## src/rtl/mix_pkg.sv

```systemverilog
package mix_pkg;
  typedef enum logic {
    SRC_MIX    = 1'b0,
    SRC_STORED = 1'b1
  } out_src_e;
endpackage

```

## src/rtl/mix_sat_add.sv

```systemverilog
module mix_sat_add #(
  parameter int W = 16
) (
  input  logic [W-1:0] a,
  input  logic [W-1:0] b,
  output logic [W-1:0] y,
  output logic         clamped
);
  localparam logic [W-1:0] POS_MAX = {1'b0, {(W-1){1'b1}}};

  logic [W-1:0] wrap_sum;
  logic         both_pos;

  always_comb begin
    wrap_sum = a + b;
    both_pos = ~a[W-1] & ~b[W-1];
    clamped  = both_pos & wrap_sum[W-1];
    y        = clamped ? POS_MAX : wrap_sum;
  end
endmodule

```

## src/rtl/mix_accum.sv

```systemverilog
module mix_accum #(
  parameter int W = 16
) (
  input  logic         clk,
  input  logic         rst_n,
  input  logic         tick,
  input  logic         valid,
  input  logic [W-1:0] amp,
  output logic [W-1:0] acc
);
  logic [W-1:0] sum_next;
  logic         sat_hit;

  mix_sat_add #(.W(W)) u_add (
    .a       (acc),
    .b       (amp),
    .y       (sum_next),
    .clamped (sat_hit)
  );

  always_ff @(posedge clk) begin
    if (!rst_n) begin
      acc <= '0;
    end else if (tick) begin
      acc <= valid ? amp : '0;
    end else if (valid) begin
      acc <= sum_next;
    end
  end
endmodule

```

## src/rtl/mix_out_stage.sv

```systemverilog
module mix_out_stage
  import mix_pkg::*;
#(
  parameter int W   = 16,
  parameter int PAD = 4
) (
  input  logic           clk,
  input  logic           rst_n,
  input  logic           tick,
  input  out_src_e       src,
  input  logic [W-1:0]   mix_sum,
  input  logic [W-1:0]   stored,
  output logic [W-1:0]   sample,
  output logic [W+PAD-1:0] slot
);
  always_ff @(posedge clk) begin
    if (!rst_n) begin
      sample <= '0;
    end else if (tick) begin
      sample <= (src == SRC_STORED) ? stored : mix_sum;
    end
  end

  generate
    if (PAD > 0) begin : g_pad
      assign slot = {sample, {PAD{1'b0}}};
    end else begin : g_nopad
      assign slot = sample;
    end
  endgenerate
endmodule

```

## src/rtl/sample_mixer.sv

```systemverilog
module sample_mixer
  import mix_pkg::*;
#(
  parameter int SAMPLE_W = 16,
  parameter int SLOT_W   = 20
) (
  input  logic                clk,
  input  logic                rst_n,
  input  logic                frame_tick,
  input  logic                amp_valid,
  input  logic [SAMPLE_W-1:0] amp_in,
  input  logic                playback_en,
  input  logic [SAMPLE_W-1:0] stored_in,
  output logic [SAMPLE_W-1:0] sample_out,
  output logic [SLOT_W-1:0]   slot_out
);
  localparam int PAD_W = SLOT_W - SAMPLE_W;

  logic [SAMPLE_W-1:0] acc_q;
  out_src_e            src_sel;

  assign src_sel = playback_en ? SRC_STORED : SRC_MIX;

  mix_accum #(.W(SAMPLE_W)) u_accum (
    .clk   (clk),
    .rst_n (rst_n),
    .tick  (frame_tick),
    .valid (amp_valid),
    .amp   (amp_in),
    .acc   (acc_q)
  );

  mix_out_stage #(.W(SAMPLE_W), .PAD(PAD_W)) u_out (
    .clk     (clk),
    .rst_n   (rst_n),
    .tick    (frame_tick),
    .src     (src_sel),
    .mix_sum (acc_q),
    .stored  (stored_in),
    .sample  (sample_out),
    .slot    (slot_out)
  );
endmodule

```

## config.mk

```make
export PLATFORM = sky130hd
export DESIGN_NAME = sample_mixer
export DESIGN_NICKNAME = d
export VERILOG_FILES = /design/src/rtl/mix_pkg.sv /design/src/rtl/mix_sat_add.sv /design/src/rtl/mix_accum.sv /design/src/rtl/mix_out_stage.sv /design/src/rtl/sample_mixer.sv
export SDC_FILE = /design/constraint.sdc
export NUM_CORES = 1
export LEC_CHECK = 0
export BUFFER_PORTS_ARGS = -buffer_cell sky130_fd_sc_hd__buf_4
export CORE_MARGIN = 10
export CORE_UTILIZATION = 40
export CTS_CLUSTER_DIAMETER = 30
export DETAILED_ROUTE_END_ITERATION = 12
export PLACE_DENSITY = 0.68
export SYNTH_ARGS = -nofsm -noshare
export SYNTH_HDL_FRONTEND = slang
export SYNTH_SLANG_ARGS = --single-unit
```

## constraint.sdc

```tcl
create_clock -name clk -period 4.58 [get_ports clk]
set_input_delay 0.916 -clock clk [delete_from_list [all_inputs] [get_ports clk]]
set_output_delay 0.916 -clock clk [all_outputs]
set_load 0.02 [all_outputs]
```

* Word level (Yosys, flattened, before mapping) *
Cells that the tools add are included.

operators by class
  add/sub/neg operators = 1
  reduce and logical (&&, ||, !) cells = 1
  bitwise logic cells = 4
  mux-type cells = 6

operators by type and width
  cell                number
  2-to-1 mux 16 bit   5
  adder 16 bit        1
  AND 1 bit           2
  inverter 1 bit      2
  nonzero test 2 bit  1
  2-to-1 mux 1 bit    1

word-level totals
  flip-flop bits (word level) = 32
  bits of input ports = 37
  output and inout bits = 36
  logic and storage cells = 14

* Logic depth before layout (Yosys ltp) *
Gate-level depths: netlist (run 1).

  depth in word-level cells = 6
  mapped depth = 9
  mapped depth without buffers = 9

* Cells and area by module *
Synthesis (run 1) repeated with hierarchy kept, for this count alone.

unflattened totals
  cells, all modules = 286
  area, all modules = 2608.8 µm²

by module, submodules not included
  module         sequential area each (µm²)  times used  area an instance (µm²)  cells each
  mix_sat_add    0.0                         1           989.7                   122
  mix_out_stage  320.3                       1           844.6                   91
  mix_accum      320.3                       1           774.5                   73

* Least setup slack after synthesis (run 1) *
No wires, ideal clock.

  path kind = input-to-reg
  start point = input amp_in[0]
  end point = register u_accum.acc[14]
  path slack = 1866 ps
  stages on the path = 9
  arrival time = 2652 ps
  buffers on the path = 0
  data required time = 4518 ps
  library setup time = 62 ps
  cell sequence = ha_1 -> fa_1 -> a21oi_1 -> o21ai_1 -> nand3_1 -> a31oi_1 -> a31oi_1 -> mux2_2 -> nand3_1

between the ends
  word-level cells in the longest chain between the ends = 5

ends and longest elaborated chain
  element               RTL line            RTL
  start, declared       sample_mixer.sv:11  input logic [SAMPLE_W-1:0] amp_in,
  adder 16 bit *        mix_sat_add.sv:15   wrap_sum = a + b;
  AND 1 bit             mix_sat_add.sv:17   clamped = both_pos & wrap_sum[W-1];
  2-to-1 mux 16 bit *   mix_sat_add.sv:18   y = clamped ? POS_MAX : wrap_sum;
  2-to-1 mux 16 bit *   mix_accum.sv:26     end else if (valid) begin
  2-to-1 mux 16 bit *   mix_accum.sv:24     end else if (tick) begin
  end signal, assigned  mix_accum.sv:25     acc <= valid ? amp : '0;
  end signal, assigned  mix_accum.sv:27     acc <= sum_next;
  end, declared         mix_accum.sv:9      output logic [W-1:0] acc

Every way passes the cells marked *; elsewhere a longest branch is shown, timed or not. The select of a mux whose other input is x is not followed.
A chain may end at the register's enable or synchronous reset.

* Final worst setup path (run 1) *
Ends and elaborated chain as after synthesis.

==> Implementation_results.wiki, run 1 <==
{| class="wikitable"
! Metric !! Value
|-
| Post-synthesis instance total || 287
|-
| Max-cap violations || 0
|-
| Max Slew Vio Count || 0
|-
| Final Instance Count excl. Fillers || 407
|-
| Fraction of the mapped netlist area in compound gates || 26.6%
|-
| Flops & latches, synth || 32
|-
| Fin crit share || 60.3%
|-
| Number of buffers between clock root and the deepest sink || 2
|-
| Register area || 641 um^2
|-
| Highest signal layer in the routed design || met4
|-
| Initial antenna violation count || 0
|-
| Die area || 0.00952 mm^2
|-
| Ranking of synthesized cells by instance count || 47 x nand2_1, 32 x dfxtp_1, 22 x nor2_1, 20 x buf_4
|-
| Total number of nets in the final design || 385
|-
| Crit-path slowest cell || fa_1
|-
| Hold path depth || 2
|-
| Layout filler cell count || 585
|-
| Cells traversed along the worst timing path || buf_4 > ha_1 > fa_1 > a21oi_1 > o21ai_1 > nand3_1 > a31oi_1 > a31oi_1 > mux2_2 > nand3_1
|-
| Area share of the largest cell type after synthesis || 26.6%
|-
| Register-to-register setup slack || 2.24 ns
|-
| Clock slew at reported path FFs || 0.07 ns
|-
| Pwr Density || 307 mW/mm^2
|-
| Height of the die || 97.6 um
|-
| Total negative slack for setup checks || 0 ns
|-
| Global-route congestion overflow total || 0
|-
| Via-to-Cell Ratio || 5.45
|-
| Count of buffers from port buffering || 68
|-
| Starting DRC count in detailed routing || 101
|-
| Main flop type after synthesis || dfxtp_1
|-
| Critical path endpoint category || flip-flop
|-
| Multiplexer share of the synthesized area || 6.70%
|-
| Worst Setup Path Type || in -> reg
|-
| Post-CTS Resized || 0
|-
| Tot GR Track Use || 13.3%
|-
| R2r endpoint || u_accum.acc[14]
|-
| Met1 routed wirelength after detailed routing || 2920 um
|-
| Total detailed-routing wirelength || 6520 um
|-
| Cell area after synthesis || 0.00241 mm^2
|-
| Largest family of logic cells by synthesized area || compound AO/OA/AOI/OAI gates
|-
| Register-to-Register Path Depth || 9
|-
| Area taken by multi-input logic gates || 0.00154 mm^2
|-
| Critical path required time || 4.81 ns
|-
| Max stage delay on crit path || 0.42 ns
|-
| CTS tree || yes
|-
| Number of buffers added for setup after CTS || 0
|-
| H-tree depth || 2
|-
| Area growth from synthesis to layout || 21.0%
|-
| Share of the yosys chip area belonging to registers || 26.6%
|-
| Number of enable flip-flop cells after synthesis || 0
|-
| Count of warnings emitted by yosys || 0
|-
| Critical R2R Launch || u_accum.acc[0]
|-
| Via count of the first global-routing pass || 2250
|-
| Number of distinct library cells after synthesis || 46
|-
| Row cnt || 28
|-
| Arrival time reported for the critical path endpoint || 2.99 ns
|-
| Wire length of the first global-routing pass || 10800 um
|-
| Hold_sp || u_accum.acc[13]
|-
| Post-Synthesis Mean Instance Area || 8.39 um^2
|-
| Residual DRC || 0
|-
| Critical Path Fanout Max || 3
|-
| Final core utilization || 49.5%
|-
| Share of synthesized cell area in and, or, nand and nor gates || 16.7%
|-
| Static Leakage || 1.52 nW
|-
| Number of ports placed on the die boundary || 73
|-
| Starting density of the core || 40.9%
|-
| CTS Sinks || 32
|-
| Via total after detailed routing || 2217
|-
| HPWL after detailed placement || 4990 um
|-
| Leading cell types by total area after synthesis || dfxtp_1 27%, ha_1 8.3%, nand2_1 7.3%
|-
| Post-synthesis share of cell area spent on xor and xnor gates || 4.36%
|-
| Placeable Area || 0.00589 mm^2
|-
| Met2 Wirelength || 3010 um
|-
| Run status || finished clean
|-
| Placer Congestion || 0.887
|-
| Diodes inserted || 0
|-
| Final Critical Period || 2.76 ns
|-
| Post-DRT Antenna Nets || 0
|-
| Routed wire length on met3 || 509 um
|-
| Hold WC Path Type || reg -> reg
|-
| Setup repair after global routing missed its margin || false
|-
| Skew final || 0.00241 ns
|-
| Ys async rst share || 0%
|-
| Per-cell routed wire length || 16.0 um
|-
| Clock insertion delay at the later pin of the skew report || 0.29 ns
|-
| Yosys top cell by area || dfxtp_1
|-
| Largest net degree at the start of global routing || 48
|-
| Achievable clock frequency || 0.362 GHz
|-
| Most common cell in the synthesized netlist || nand2_1
|-
| TritonCTS buffer count || 5
|-
| Dpl cells || 399
|-
| Clock Tree Root || clkbuf_8
|-
| Critical path startpoint category || primary input
|-
| Final count of negative-setup-slack endpoints || 0
|-
| Peak VDD IR || 0.236 mV
|-
| Worst hold slack across all endpoints || 0.460 ns
|-
| Endpoint of the worst hold path || u_accum.acc[13]
|-
| Layout cell share with drive strength beyond 1 || 26.8%
|-
| Hold-fix buffers at CTS || 0
|-
| Post-synthesis share of cell area spent on full adders, half adders and majority gates || 9.14%
|-
| Number of failing hold endpoints at the final stage || 0
|-
| Floorplan die width || 97.6 um
|-
| Drt pass-1 iters || 4
|}
[through the flow]
stage / cell area [um^2] / power [mW] / setup slack [ns]
CTS: 2920 / 0.900 / 1.86
global route: 2920 / 0.946 / 1.70
floorplan: 2420 / 0.549 / 1.87
detailed placement: 2810 / 0.629 / 1.57
global placement: 2810 / 0.624 / 1.60
finish: 2920 / 0.895 / 1.82
[critical path, delay by kind of cell]
kind                     cells  cell delay, ns
multiplexers                 1            0.35
adder cells (fa/ha/maj)      2            0.66
AND/OR/NAND/NOR              2            0.21
buffers and inverters        1            0.11
AO/OA/AOI/OAI                4            0.74
[cell type report]
cell class                      instances  share of cell area, %
Clock buffer                            6                   2.49
Timing Repair Buffer                   68                   17.5
Sequential cell                        32                   22.0
Tap cell                               75                   3.22
Multi-Input combinational cell        219                   53.0
Clock inverter                          2                   1.20
Inverter                                5                  0.644
[power by group]
group	total (mW)	switching, mW	leakage, nW	internal [mW]
Sequential	0.325	0.0229	0.265	0.302
Combinational	0.298	0.165	1.20	0.133
Clock	0.271	0.110	0.0552	0.161
Total	0.895	0.298	1.52	0.597
[flip-flops by register name, indices dropped and copies added (netlist names)]
name	count
u_accum.acc	16
u_out.sample	16
[routing by layer]
metal / global-route usage [%] / vias to the layer above
met5: 0 / -
met1: 15.3 / 1040
met4: 2.91 / 0
met2: 22.7 / 70
li1: - / 1099
met3: 5.12 / 8
[how the worst max path moves through the flow]
stage	start	endpoint	slack, ns	cells past startpoint
finish	amp_in[0]	u_accum.acc[14]	1.82	10
global route	amp_in[4]	u_accum.acc[6]	1.70	9
CTS	amp_in[4]	u_accum.acc[4]	1.86	8
detailed placement	amp_in[0]	u_accum.acc[14]	1.57	10
global placement	amp_in[0]	u_accum.acc[14]	1.60	10
floorplan	amp_in[0]	u_accum.acc[14]	1.87	9
[cell families after synthesis]
| logic type | after synthesis |
|---|---|
| simple gates | 88 |
| compound gates | 82 |
| buf+inv | 39 |
| flops | 32 |
| fa+ha+maj | 17 |
| mux | 16 |
| xor+xnor | 12 |
| other cells | 1 |
[placed cells by master (no fill, tap or decap), types with 5 or more instances in the layout]
master,instances
nor2_1,22
o21ai_0,15
a21o_1,5
a21oi_1,11
dfxtp_1,32
o211a_1,16
buf_4,68
nand2_1,47
clkbuf_8,5
xnor2_1,6
xor2_1,6
a211oi_1,9
ha_1,16
mux2i_1,15
Power figures use the tool's default switching activity.
==> inputs of run 2 (changes only) <==
clock period = 2.8 ns   (was 4.58 ns; I/O delays follow)
==> run 2 against run 1 <==
Against the previous run:
- final area unchanged
- global-route usage shrank 0.18 points
- core utilization did not move
- cell count stayed put
- count of clock-buffer cells in the layout did not move
- routed wire length fell by 0.61%
- critical endpoint unchanged
- largest cell class unchanged
==> Implementation_results.wiki, run 2 (synthesis gave the netlist of run 1 again) <==
{| class="wikitable"
! Metric !! Value
|-
| Starting density of the core || 40.9% (unchanged)
|-
| Run status || finished clean
|-
| Fin crit share || 86.1%
|-
| H-tree depth || 2 (unchanged)
|-
| Internal power consumption || 0.976 mW (+64%)
|-
| Initial antenna violation count || 0 (unchanged)
|-
| Critical path endpoint category || flip-flop
|-
| CTS Sinks || 32 (unchanged)
|-
| Total detailed-routing wirelength || 6480 um (-0.61%)
|-
| Largest net degree at the start of global routing || 48 (unchanged)
|-
| Crit-path slowest cell || fa_1
|-
| HPWL after detailed placement || 4960 um (-0.60%)
|-
| Number of buffers added for setup after CTS || 0 (unchanged)
|-
| Drt pass-1 iters || 4 (unchanged)
|-
| Total negative slack for setup checks || 0 ns (unchanged)
|-
| Portion of total power attributed to sequential cells || 36.3% (about the same)
|-
| Net switching share of the total power || 33.3% (-0.034 points)
|-
| Area growth from synthesis to layout || 21.0% (unchanged)
|-
| Wire length of the first global-routing pass || 10600 um (-1.9%)
|-
| Leading registers by flop count || u_accum.acc (16), u_out.sample (16)
|-
| Floorplan die width || 97.6 um (unchanged)
|-
| Per-cell routed wire length || 15.9 um (-0.61%)
|-
| Via-to-Cell Ratio || 5.44 (about the same)
|-
| Residual DRC || 0 (unchanged)
|-
| Number of ports placed on the die boundary || 73 (unchanged)
|-
| Skew final || 0.00473 ns (+0.00232 ns)
|-
| Max Slew Vio Count || 0 (unchanged)
|-
| Clock Tree Root || clkbuf_8
|-
| Placeable Area || 0.00589 mm^2 (unchanged)
|-
| Pwr Density || 502 mW/mm^2 (+63%)
|-
| Cells traversed along the worst timing path || buf_4 > ha_1 > fa_1 > a21oi_1 > o21ai_1 > nand3_1 > a31oi_1 > a31oi_1 > mux2_2 > nand3_1
|-
| Number of buffers between clock root and the deepest sink || 2 (unchanged)
|-
| P_sw || 0.487 mW (+63%)
|-
| Total number of nets in the final design || 385 (unchanged)
|-
| Peak VDD IR || 0.380 mV (+61%)
|-
| Layout cell share with drive strength beyond 1 || 26.8% (unchanged)
|-
| Final count of negative-setup-slack endpoints || 0 (unchanged)
|-
| Starting DRC count in detailed routing || 133 (+32%)
|-
| Critical path startpoint category || primary input
|-
| Global-route congestion overflow total || 0 (unchanged)
|-
| Die area || 0.00952 mm^2 (unchanged)
|-
| Arrival time reported for the critical path endpoint || 2.64 ns (-0.35 ns)
|-
| TritonCTS buffer count || 5 (unchanged)
|-
| Height of the die || 97.6 um (unchanged)
|-
| Most common cell after layout, fill and taps aside || buf_4
|-
| Max-cap violations || 0 (unchanged)
|-
| Hold-fix buffers at CTS || 0 (unchanged)
|-
| Final Critical Period || 2.41 ns
|-
| Post-DRT Antenna Nets || 0 (unchanged)
|-
| Overall power after layout || 1.46 mW (+63%)
|-
| Placer Congestion || 0.887 (about the same)
|-
| Post-CTS Resized || 0 (unchanged)
|-
| Via total after detailed routing || 2215 (-0.090%)
|-
| Worst hold slack across all endpoints || 0.461 ns (+0.000547 ns)
|-
| Via count of the first global-routing pass || 2193 (-2.5%)
|-
| Clock slew at reported path FFs || 0.07 ns (about the same)
|-
| Power share of the combinational group || 33.3% (about the same)
|-
| Layout filler cell count || 565 (-3.4%)
|-
| Achievable clock frequency || 0.415 GHz
|-
| Row cnt || 28 (unchanged)
|-
| CTS tree || yes
|-
| Highest-count cells in the layout ignoring fill and taps || 68 x buf_4, 47 x nand2_1, 32 x dfxtp_1
|-
| Critical path required time || 3.03 ns (-1.78 ns)
|-
| Worst Setup Path Type || in -> reg
|-
| Static Leakage || 1.52 nW (unchanged)
|-
| Diodes inserted || 0 (unchanged)
|-
| Count of buffers from port buffering || 68 (unchanged)
|-
| Tot GR Track Use || 13.2% (-0.18 points)
|-
| Hold WC Path Type || reg -> reg
|-
| Setup repair after global routing missed its margin || false
|-
| Critical Path Fanout Max || 3 (unchanged)
|-
| Part of the total power dissipated in the clock network || 30.4% (about the same)
|-
| Clock insertion delay at the later pin of the skew report || 0.29 ns (about the same)
|-
| Max stage delay on crit path || 0.42 ns (about the same)
|-
| Number of failing hold endpoints at the final stage || 0 (unchanged)
|}
==> run 2: cell counts in the layout (fill, tap and decap cells not counted) <==
Identical to the previous run, type by type.
==> run 2: area by class of cell <==
cell class                      instances  area [um^2]  area share, %
Sequential cell                        32          641           22.0
Timing Repair Buffer                   68          510           17.5
Inverter                                5         18.8          0.644
Clock inverter                          2         35.0           1.20
Multi-Input combinational cell        219         1540           53.0
Clock buffer                            6         72.6           2.49
Tap cell                               75         93.8           3.22
==> run 2: through the flow <==
step	setup slack [ns]	cell area [um^2]	cells	utilization, %
6_report	0.389	2920	407	49.5
5_1_grt	0.242	2920	407	49.5
4_1_cts	0.422	2920	407	49.5
3_5_place_dp	0.123	2810	399	47.7
3_3_place_gp	0.171	2810	399	47.7
2_1_floorplan	0.442	2420	290	-
==> run 2: path summary, 6_finish.rpt <==
check / start / endpoint / slack, ns / cells after the start
setup / recovery: amp_in[0] / u_accum.acc[14] / 0.39 / 10
hold / removal: u_accum.acc[13] / u_accum.acc[13] / 0.46 / 2
setup reg to reg: u_accum.acc[10] / u_accum.acc[4] / 0.46 / 7
hold reg to reg: u_accum.acc[13] / u_accum.acc[13] / 0.46 / 2
==> run 2: worst max-delay path, delay by kind of cell <==
| family | cells | cell delay, ns |
|---|---|---|
| AOI/OAI and AO/OA | 4 | 0.74 |
| adders and majority gates | 2 | 0.66 |
| muxes | 1 | 0.35 |
| and+or+nand+nor | 2 | 0.21 |
| buffers and inverters | 1 | 0.11 |
==> run 2: power groups by stage <==
stage	Clock [mW]	Sequential, mW	Combinational, mW
floorplan	0	0.551	0.347
global placement	0	0.541	0.479
detailed placement	0	0.543	0.486
CTS	0.452	0.533	0.489
global route	0.469	0.538	0.541
finish	0.444	0.532	0.487
==> run 2: layer usage <==
layer	up-vias	GRT usage (%)	part of all wire, %
met4	0	3.47	1.6
met2	74	21.9	46
met5	-	0	0
met1	1029	15.4	45
li1	1103	-	-
met3	9	4.98	7.9
